### src/rtl/sc_pkg.sv
package sc_pkg;

  localparam int BYTE_W = 8;
  localparam int ARG_W  = 3;

  localparam logic [BYTE_W-1:0] K_SIZE  = 8'h73;
  localparam logic [BYTE_W-1:0] K_RATE  = 8'h63;
  localparam logic [BYTE_W-1:0] K_TRIG  = 8'h6C;
  localparam logic [BYTE_W-1:0] K_START = 8'h74;
  localparam logic [BYTE_W-1:0] K_RAW   = 8'h72;
  localparam logic [BYTE_W-1:0] K_HEX   = 8'h64;
  localparam logic [BYTE_W-1:0] K_FILL  = 8'h77;
  localparam logic [BYTE_W-1:0] K_SPACE = 8'h20;

  typedef enum logic [3:0] {
    ST_IDLE, ST_ARG_SIZE, ST_ARG_RATE, ST_LD_A, ST_LD_B,
    ST_CAP_SEL, ST_CAP_TRG1, ST_CAP_TRG2, ST_CAP_RUN,
    ST_RD_REQ, ST_RD_LATCH, ST_RD_SEND, ST_WR_RUN
  } sc_state_t;

  function automatic logic is_arg_digit(input logic [BYTE_W-1:0] b);
    return (b >= 8'h30) && (b < 8'h30 + (1 << ARG_W));
  endfunction

  function automatic logic [ARG_W-1:0] digit_val(input logic [BYTE_W-1:0] b);
    return ARG_W'(b - 8'h30);
  endfunction

  function automatic logic [15:0] lfsr16_step(input logic [15:0] s);
    return {s[14:0], s[15] ^ s[13] ^ s[12] ^ s[10]};
  endfunction

  function automatic logic [BYTE_W-1:0] hex_ascii(input logic [3:0] n);
    return (n > 4'd9) ? (8'h41 + BYTE_W'(n) - 8'd10) : (8'h30 + BYTE_W'(n));
  endfunction

endpackage

### src/rtl/sc_arg_reg.sv
module sc_arg_reg
  import sc_pkg::*;
(
  input  logic              clk,
  input  logic              rst_n,
  input  logic              load,
  input  logic [BYTE_W-1:0] byte_in,
  output logic [ARG_W-1:0]  val
);
  logic take;
  assign take = load && is_arg_digit(byte_in);

  always_ff @(posedge clk or negedge rst_n) begin
    if (!rst_n)    val <= '0;
    else if (take) val <= digit_val(byte_in);
  end
endmodule

### src/rtl/sc_lfsr.sv
module sc_lfsr
  import sc_pkg::*;
#(
  parameter logic [15:0] SEED = 16'hACE1
)(
  input  logic              clk,
  input  logic              rst_n,
  input  logic              restart,
  input  logic              step,
  output logic [BYTE_W-1:0] rand_byte
);
  logic [15:0] state_q;

  always_ff @(posedge clk or negedge rst_n) begin
    if (!rst_n)       state_q <= SEED;
    else if (restart) state_q <= SEED;
    else if (step)    state_q <= lfsr16_step(state_q);
  end

  assign rand_byte = state_q[BYTE_W-1:0];
endmodule

### src/rtl/sc_tx_fmt.sv
module sc_tx_fmt
  import sc_pkg::*;
(
  input  logic [BYTE_W-1:0] data_byte,
  input  logic              hex_mode,
  input  logic [1:0]        char_idx,
  output logic [BYTE_W-1:0] ch
);
  always_comb begin
    if (!hex_mode) ch = data_byte;
    else begin
      unique case (char_idx)
        2'd0:    ch = hex_ascii(data_byte[7:4]);
        2'd1:    ch = hex_ascii(data_byte[3:0]);
        default: ch = K_SPACE;
      endcase
    end
  end
endmodule

### src/rtl/sc_cmd_top.sv
module sc_cmd_top
  import sc_pkg::*;
#(
  parameter int          ADDR_W = 4,
  parameter logic [15:0] SEED   = 16'hACE1
)(
  input  logic              clk,
  input  logic              rst_n,
  input  logic [7:0]        rx_data,
  input  logic              rx_valid,
  output logic [7:0]        tx_data,
  output logic              tx_valid,
  input  logic              tx_ready,
  output logic [2:0]        size_sel,
  output logic [2:0]        rate_sel,
  input  logic [7:0]        probe_in,
  output logic              cap_clk_sel,
  output logic              cap_rd_strobe,
  output logic              cap_reset,
  input  logic              cap_done,
  output logic [ADDR_W-1:0] mem_addr,
  output logic              mem_rd_en,
  input  logic [7:0]        mem_rd_data,
  output logic              mem_wr_en,
  output logic [7:0]        mem_wr_data
);
  localparam logic [ADDR_W-1:0] LAST_ADDR = '1;
  localparam logic [1:0]        HEX_LAST  = 2'd2;

  sc_state_t         state_q;
  logic [ADDR_W-1:0] ptr_q;
  logic [7:0]        txbuf_q;
  logic              hex_q;
  logic [1:0]        idx_q;
  logic [7:0]        trig_a_q, trig_b_q;
  logic              armed_q;

  // named events
  logic idle_rx, size_take, rate_take, tx_fire, byte_sent, at_last, fill_go, in_capture;
  assign idle_rx    = (state_q == ST_IDLE) && rx_valid;
  assign size_take  = (state_q == ST_ARG_SIZE) && rx_valid;
  assign rate_take  = (state_q == ST_ARG_RATE) && rx_valid;
  assign tx_fire    = tx_valid && tx_ready;
  assign byte_sent  = tx_fire && (!hex_q || idx_q == HEX_LAST);
  assign at_last    = (ptr_q == LAST_ADDR);
  assign fill_go    = idle_rx && (rx_data == K_FILL);
  assign in_capture = (state_q == ST_CAP_SEL) || (state_q == ST_CAP_TRG1) ||
                      (state_q == ST_CAP_TRG2) || (state_q == ST_CAP_RUN);

  sc_arg_reg u_size (.clk(clk), .rst_n(rst_n), .load(size_take), .byte_in(rx_data), .val(size_sel));
  sc_arg_reg u_rate (.clk(clk), .rst_n(rst_n), .load(rate_take), .byte_in(rx_data), .val(rate_sel));

  sc_lfsr #(.SEED(SEED)) u_lfsr (
    .clk(clk), .rst_n(rst_n), .restart(fill_go),
    .step(state_q == ST_WR_RUN), .rand_byte(mem_wr_data)
  );

  sc_tx_fmt u_fmt (.data_byte(txbuf_q), .hex_mode(hex_q), .char_idx(idx_q), .ch(tx_data));

  assign tx_valid      = (state_q == ST_RD_SEND);
  assign mem_addr      = ptr_q;
  assign mem_rd_en     = (state_q == ST_RD_REQ);
  assign mem_wr_en     = (state_q == ST_WR_RUN);
  assign cap_clk_sel   = in_capture;
  assign cap_rd_strobe = in_capture;
  assign cap_reset     = (state_q != ST_CAP_RUN);

  always_ff @(posedge clk or negedge rst_n) begin
    if (!rst_n) begin
      state_q  <= ST_IDLE;
      ptr_q    <= '0;
      txbuf_q  <= '0;
      hex_q    <= 1'b0;
      idx_q    <= '0;
      trig_a_q <= '0;
      trig_b_q <= '0;
      armed_q  <= 1'b0;
    end else begin
      unique case (state_q)
        ST_IDLE: if (rx_valid) begin
          ptr_q <= '0;
          case (rx_data)
            K_SIZE:  state_q <= ST_ARG_SIZE;
            K_RATE:  state_q <= ST_ARG_RATE;
            K_TRIG:  state_q <= ST_LD_A;
            K_START: state_q <= ST_CAP_SEL;
            K_RAW:   begin hex_q <= 1'b0; state_q <= ST_RD_REQ; end
            K_HEX:   begin hex_q <= 1'b1; state_q <= ST_RD_REQ; end
            K_FILL:  state_q <= ST_WR_RUN;
            default: state_q <= ST_IDLE;
          endcase
        end
        ST_ARG_SIZE, ST_ARG_RATE: if (rx_valid) state_q <= ST_IDLE;
        ST_LD_A: if (rx_valid) begin
          trig_a_q <= rx_data;
          state_q  <= ST_LD_B;
        end
        ST_LD_B: if (rx_valid) begin
          trig_b_q <= rx_data;
          armed_q  <= 1'b1;
          state_q  <= ST_IDLE;
        end
        ST_CAP_SEL:  state_q <= armed_q ? ST_CAP_TRG1 : ST_CAP_RUN;
        ST_CAP_TRG1: if (probe_in == trig_a_q) state_q <= ST_CAP_TRG2;
        ST_CAP_TRG2: if (probe_in == trig_b_q) state_q <= ST_CAP_RUN;
        ST_CAP_RUN:  if (cap_done) state_q <= ST_IDLE;
        ST_RD_REQ:   state_q <= ST_RD_LATCH;
        ST_RD_LATCH: begin
          txbuf_q <= mem_rd_data;
          idx_q   <= '0;
          state_q <= ST_RD_SEND;
        end
        ST_RD_SEND: begin
          if (tx_fire && !byte_sent) idx_q <= idx_q + 2'd1;
          if (byte_sent) begin
            if (at_last) state_q <= ST_IDLE;
            else begin
              ptr_q   <= ptr_q + 1'b1;
              state_q <= ST_RD_REQ;
            end
          end
        end
        ST_WR_RUN: begin
          if (at_last) state_q <= ST_IDLE;
          else         ptr_q   <= ptr_q + 1'b1;
        end
        default: state_q <= ST_IDLE;
      endcase
    end
  end
endmodule

### config.mk
export PLATFORM = sky130hd
export DESIGN_NAME = sc_cmd_top
export DESIGN_NICKNAME = d
export VERILOG_FILES = /design/src/rtl/sc_pkg.sv /design/src/rtl/sc_arg_reg.sv /design/src/rtl/sc_lfsr.sv /design/src/rtl/sc_tx_fmt.sv /design/src/rtl/sc_cmd_top.sv
export SDC_FILE = /design/constraint.sdc
export NUM_CORES = 1
export LEC_CHECK = 0
export BUFFER_PORTS_ARGS = -buffer_cell sky130_fd_sc_hd__buf_4
export CORE_MARGIN = 4
export CORE_UTILIZATION = 30
export DETAILED_ROUTE_END_ITERATION = 10
export PLACE_DENSITY = 0.59
export SYNTH_ARGS = -nofsm -noshare
export SYNTH_HDL_FRONTEND = slang
export SYNTH_HIERARCHICAL = 1
export SYNTH_SLANG_ARGS = --single-unit
### constraint.sdc
create_clock -name clk -period 5.6 [get_ports clk]
set_input_delay 0.28 -clock clk [delete_from_list [all_inputs] [get_ports clk]]
set_output_delay 0.28 -clock clk [all_outputs]
set_load 0.05 [all_outputs]
==> results.cfg <==
[outcome]
outcome = complete, no violations

[yosys]
async_reset_ff_share_pct = 100
yosysSeqAreaShare_pct = 41.8
synth-edff-count = 0
synth_top_area_cell = dfrtp_1
syn_inst = 329
ys_ff_latch = 58
syn-num-nets = 364
synth_top_cell_area_share_pct = 35.8
ys_warn_count = 6
ys.flop_type = dfrtp_1
avgSynthCellArea_um2 = 10.6
netlist_area_um2 = 3500
yosysUniqueCellTypes = 65
synthTopCellsByArea = dfrtp_1, mux2_2, dfstp_2

[die]
core_area_um2 = 11400
fp-row-count = 39
fp.dieW_um = 116
initial_core_util_pct = 30.6
die-area_um2 = 13500
die_h_um = 116
io_pins = 61

[power]
p_clk_share_pct = 25.7
p_int_mw = 1.37
switchingPower_mw = 0.899
power_mw = 2.27
comb_power_share_pct = 41.9
p_leak_nw = 1.77
pwr_density_cell_nw_per_um2 = 527
p_sw_share_pct = 39.5
p_seq_share_pct = 32.4
peakVddDrop_mv = 0.298

[timing]
finalSetupTns_ns = 0
setup_viol = 0
fin_ws_ns = 3.31
drv_slew = 0
final_hold_viol_count = 0
finalCriticalPeriod_ns = 2.29
skew_ns = 0.00484
grt_setup_unrepaired = false
max_slew_margin_pct = 50.6
period_share_pct = 40.8
fmax_mhz = 438
worst_pin_slew_ns = 0.741

[detailed_routing]
dr_total_vias = 2616
vias_per_cell = 4.95
ant_nets = 0
drtIter0Drc = 187
avgRoutedWirePerCell_um = 15.1
drc_errors = 0
firstDrtPassIters = 4
wl_um = 7950

[cts]
cts-root-buf = clkbuf_16
clk_pin_slew_worst_paths_ns = 0.05
h-tree-depth = 3
cts_sinks = 58
cts_tree = done
clkLatencyLatePin_ns = 0.32
clockBufferDepth = 2
cts_hold_repair.buffers = 0
post-cts-setup-buffer-count = 0
ctsResizeCount = 0
numCtsBuffers = 9

[worst_setup_path]
crit_path_start_kind = flop
critPathKind = reg2out
r2r_cells = 6
end_kind = output port
cpMaxStageDelayCell = dfrtp_1
required_ns = 5.32
crit_fanout = 4
path_cells = inv_1 > ha_1 > nor2_2 > o21ai_2 > mux2_4 > o21ai_1 > buf_4
slowest_delay_ns = 0.40
arrival_ns = 2.01

[global_routing]
grt_pass1_vias = 2593
grt_pass1_wl_um = 12900
antenna_found_initial = 0
grtUsageTotal_pct = 12.1
overflow = 0
grt_max_degree = 59

[cells_and_area]
multi_input_area_um2 = 1850
nFillCells = 1145
layout_common_cells = buf_4, dfrtp_1, nor2_1
regArea_um2 = 1460
nNetsFinal = 415
instances_no_fill = 528
utilization_pct = 37.8
final_layout_size_suffix_gt1_share_pct = 34.5
diodes = 0
final_common_cell = buf_4
areaGrowthSynthToFinish_pct = 23.2

[place]
post-place-ws_ns = 3.41
numPortBuffers = 60
dp_hpwl_um = 5990
dpl.cell_count = 512
gp_congestion = 0.914

[run]
drv_cap = 0

[worst_hold_path]
hp-class = in2async
[cell type report]
class                      count  share of cell area [%]
inverter                      11                   0.957
clock inverter                 5                    1.80
timing repair buffer          61                    10.6
tap                          143                    4.15
clock buffer                  11                    5.63
multi-input combinational    239                    43.0
sequential                    58                    33.9
[critical path, delay by kind of cell, from the launching register on]
kind	cells	cell delay (ns)
AOI/OAI and AO/OA	2	0.36
adders and majority gates	1	0.22
buffers and inverters	2	0.33
DFF	1	0.40
muxes	1	0.32
and+or+nand+nor	1	0.05
[logic make-up (layout without fill, tap and decap cells)]
kind of cell	count (synthesis)	after routing	share of synthesized area [%]
flip-flops	58	58	41.8
buffers and inverters	32	88	5.43
multiplexers	51	51	15.9
XOR/XNOR	25	25	6.26
AND/OR/NAND/NOR	102	102	17.3
AO/OA/AOI/OAI	55	55	11.3
adder cells (fa/ha/maj)	6	6	2.15
[path summary, 6_finish.rpt]
kind	start	to	slack, ns
min in group clk	mem_rd_data[1]	txbuf_q[1]	0.19
max	txbuf_q[4]	tx_data[1]	3.31
max in group asynchronous	rst_n	txbuf_q[7]	5.08
max reg2reg	state_q[2]	u_lfsr/state_q[0]	3.38
min	rst_n	u_size/val[2]	0.03
min reg2reg	u_rate/val[2]	u_rate/val[2]	0.49
[stage by stage]
step,area (um2),hold slack [ns]
detailed placement,3990,0.402
global route,4310,0.0924
finish,4310,0.0277
CTS,4310,0.0612
floorplan,3500,-0.0156
global placement,3990,0.390
[power by group through the flow]
stage / clock (mW) / combinational, mW / sequential, mW
floorplan: 0 / 0.786 / 0.701
global placement: 0 / 0.948 / 0.734
detailed placement: 0 / 0.953 / 0.744
CTS: 0.597 / 0.957 / 0.737
global route: 0.615 / 1.03 / 0.763
finish: 0.585 / 0.952 / 0.736
[cells in the mapped netlist, types with 3 or more instances]
master and number:
dfrtp_1 50, nor2_1 30, mux2_2 25, xnor2_1 24, mux2i_1 18, nand2_1 16
inv_1 11, buf_4 10, o21ai_0 9, a31oi_1 8, dfstp_2 8, nand2b_1 8
a21oi_1 7, mux2_1 7, ha_1 6, nand3_1 6, nor3_1 5, o21ai_1 5
a32oi_1 4, buf_2 4, nand4_1 4, nor2b_1 4, nor3b_1 4, o22ai_1 4
nand3_2 3
[layer usage]
| metal | up-vias | global-route usage, % | share of wire [%] |
|---|---|---|---|
| met5 | - | 0 | 0 |
| met4 | 0 | 3.02 | 0.53 |
| met3 | 7 | 3.13 | 6.0 |
| met2 | 73 | 20.4 | 49 |
| met1 | 1263 | 15.6 | 44 |
| li1 | 1273 | - | - |
[sequential cells by signal, indices dropped and copies added (netlist names)]
| signal | cells |
|---|---|
| state_q | 4 |
| idx_q | 2 |
| mem_addr | 4 |
| u_lfsr/state_q | 16 |
| u_size/val | 3 |
| trig_b_q | 8 |
| armed_q | 1 |
| trig_a_q | 8 |
| hex_q | 1 |
| u_rate/val | 3 |
| txbuf_q | 8 |
(Power assumes the default switching activity.)
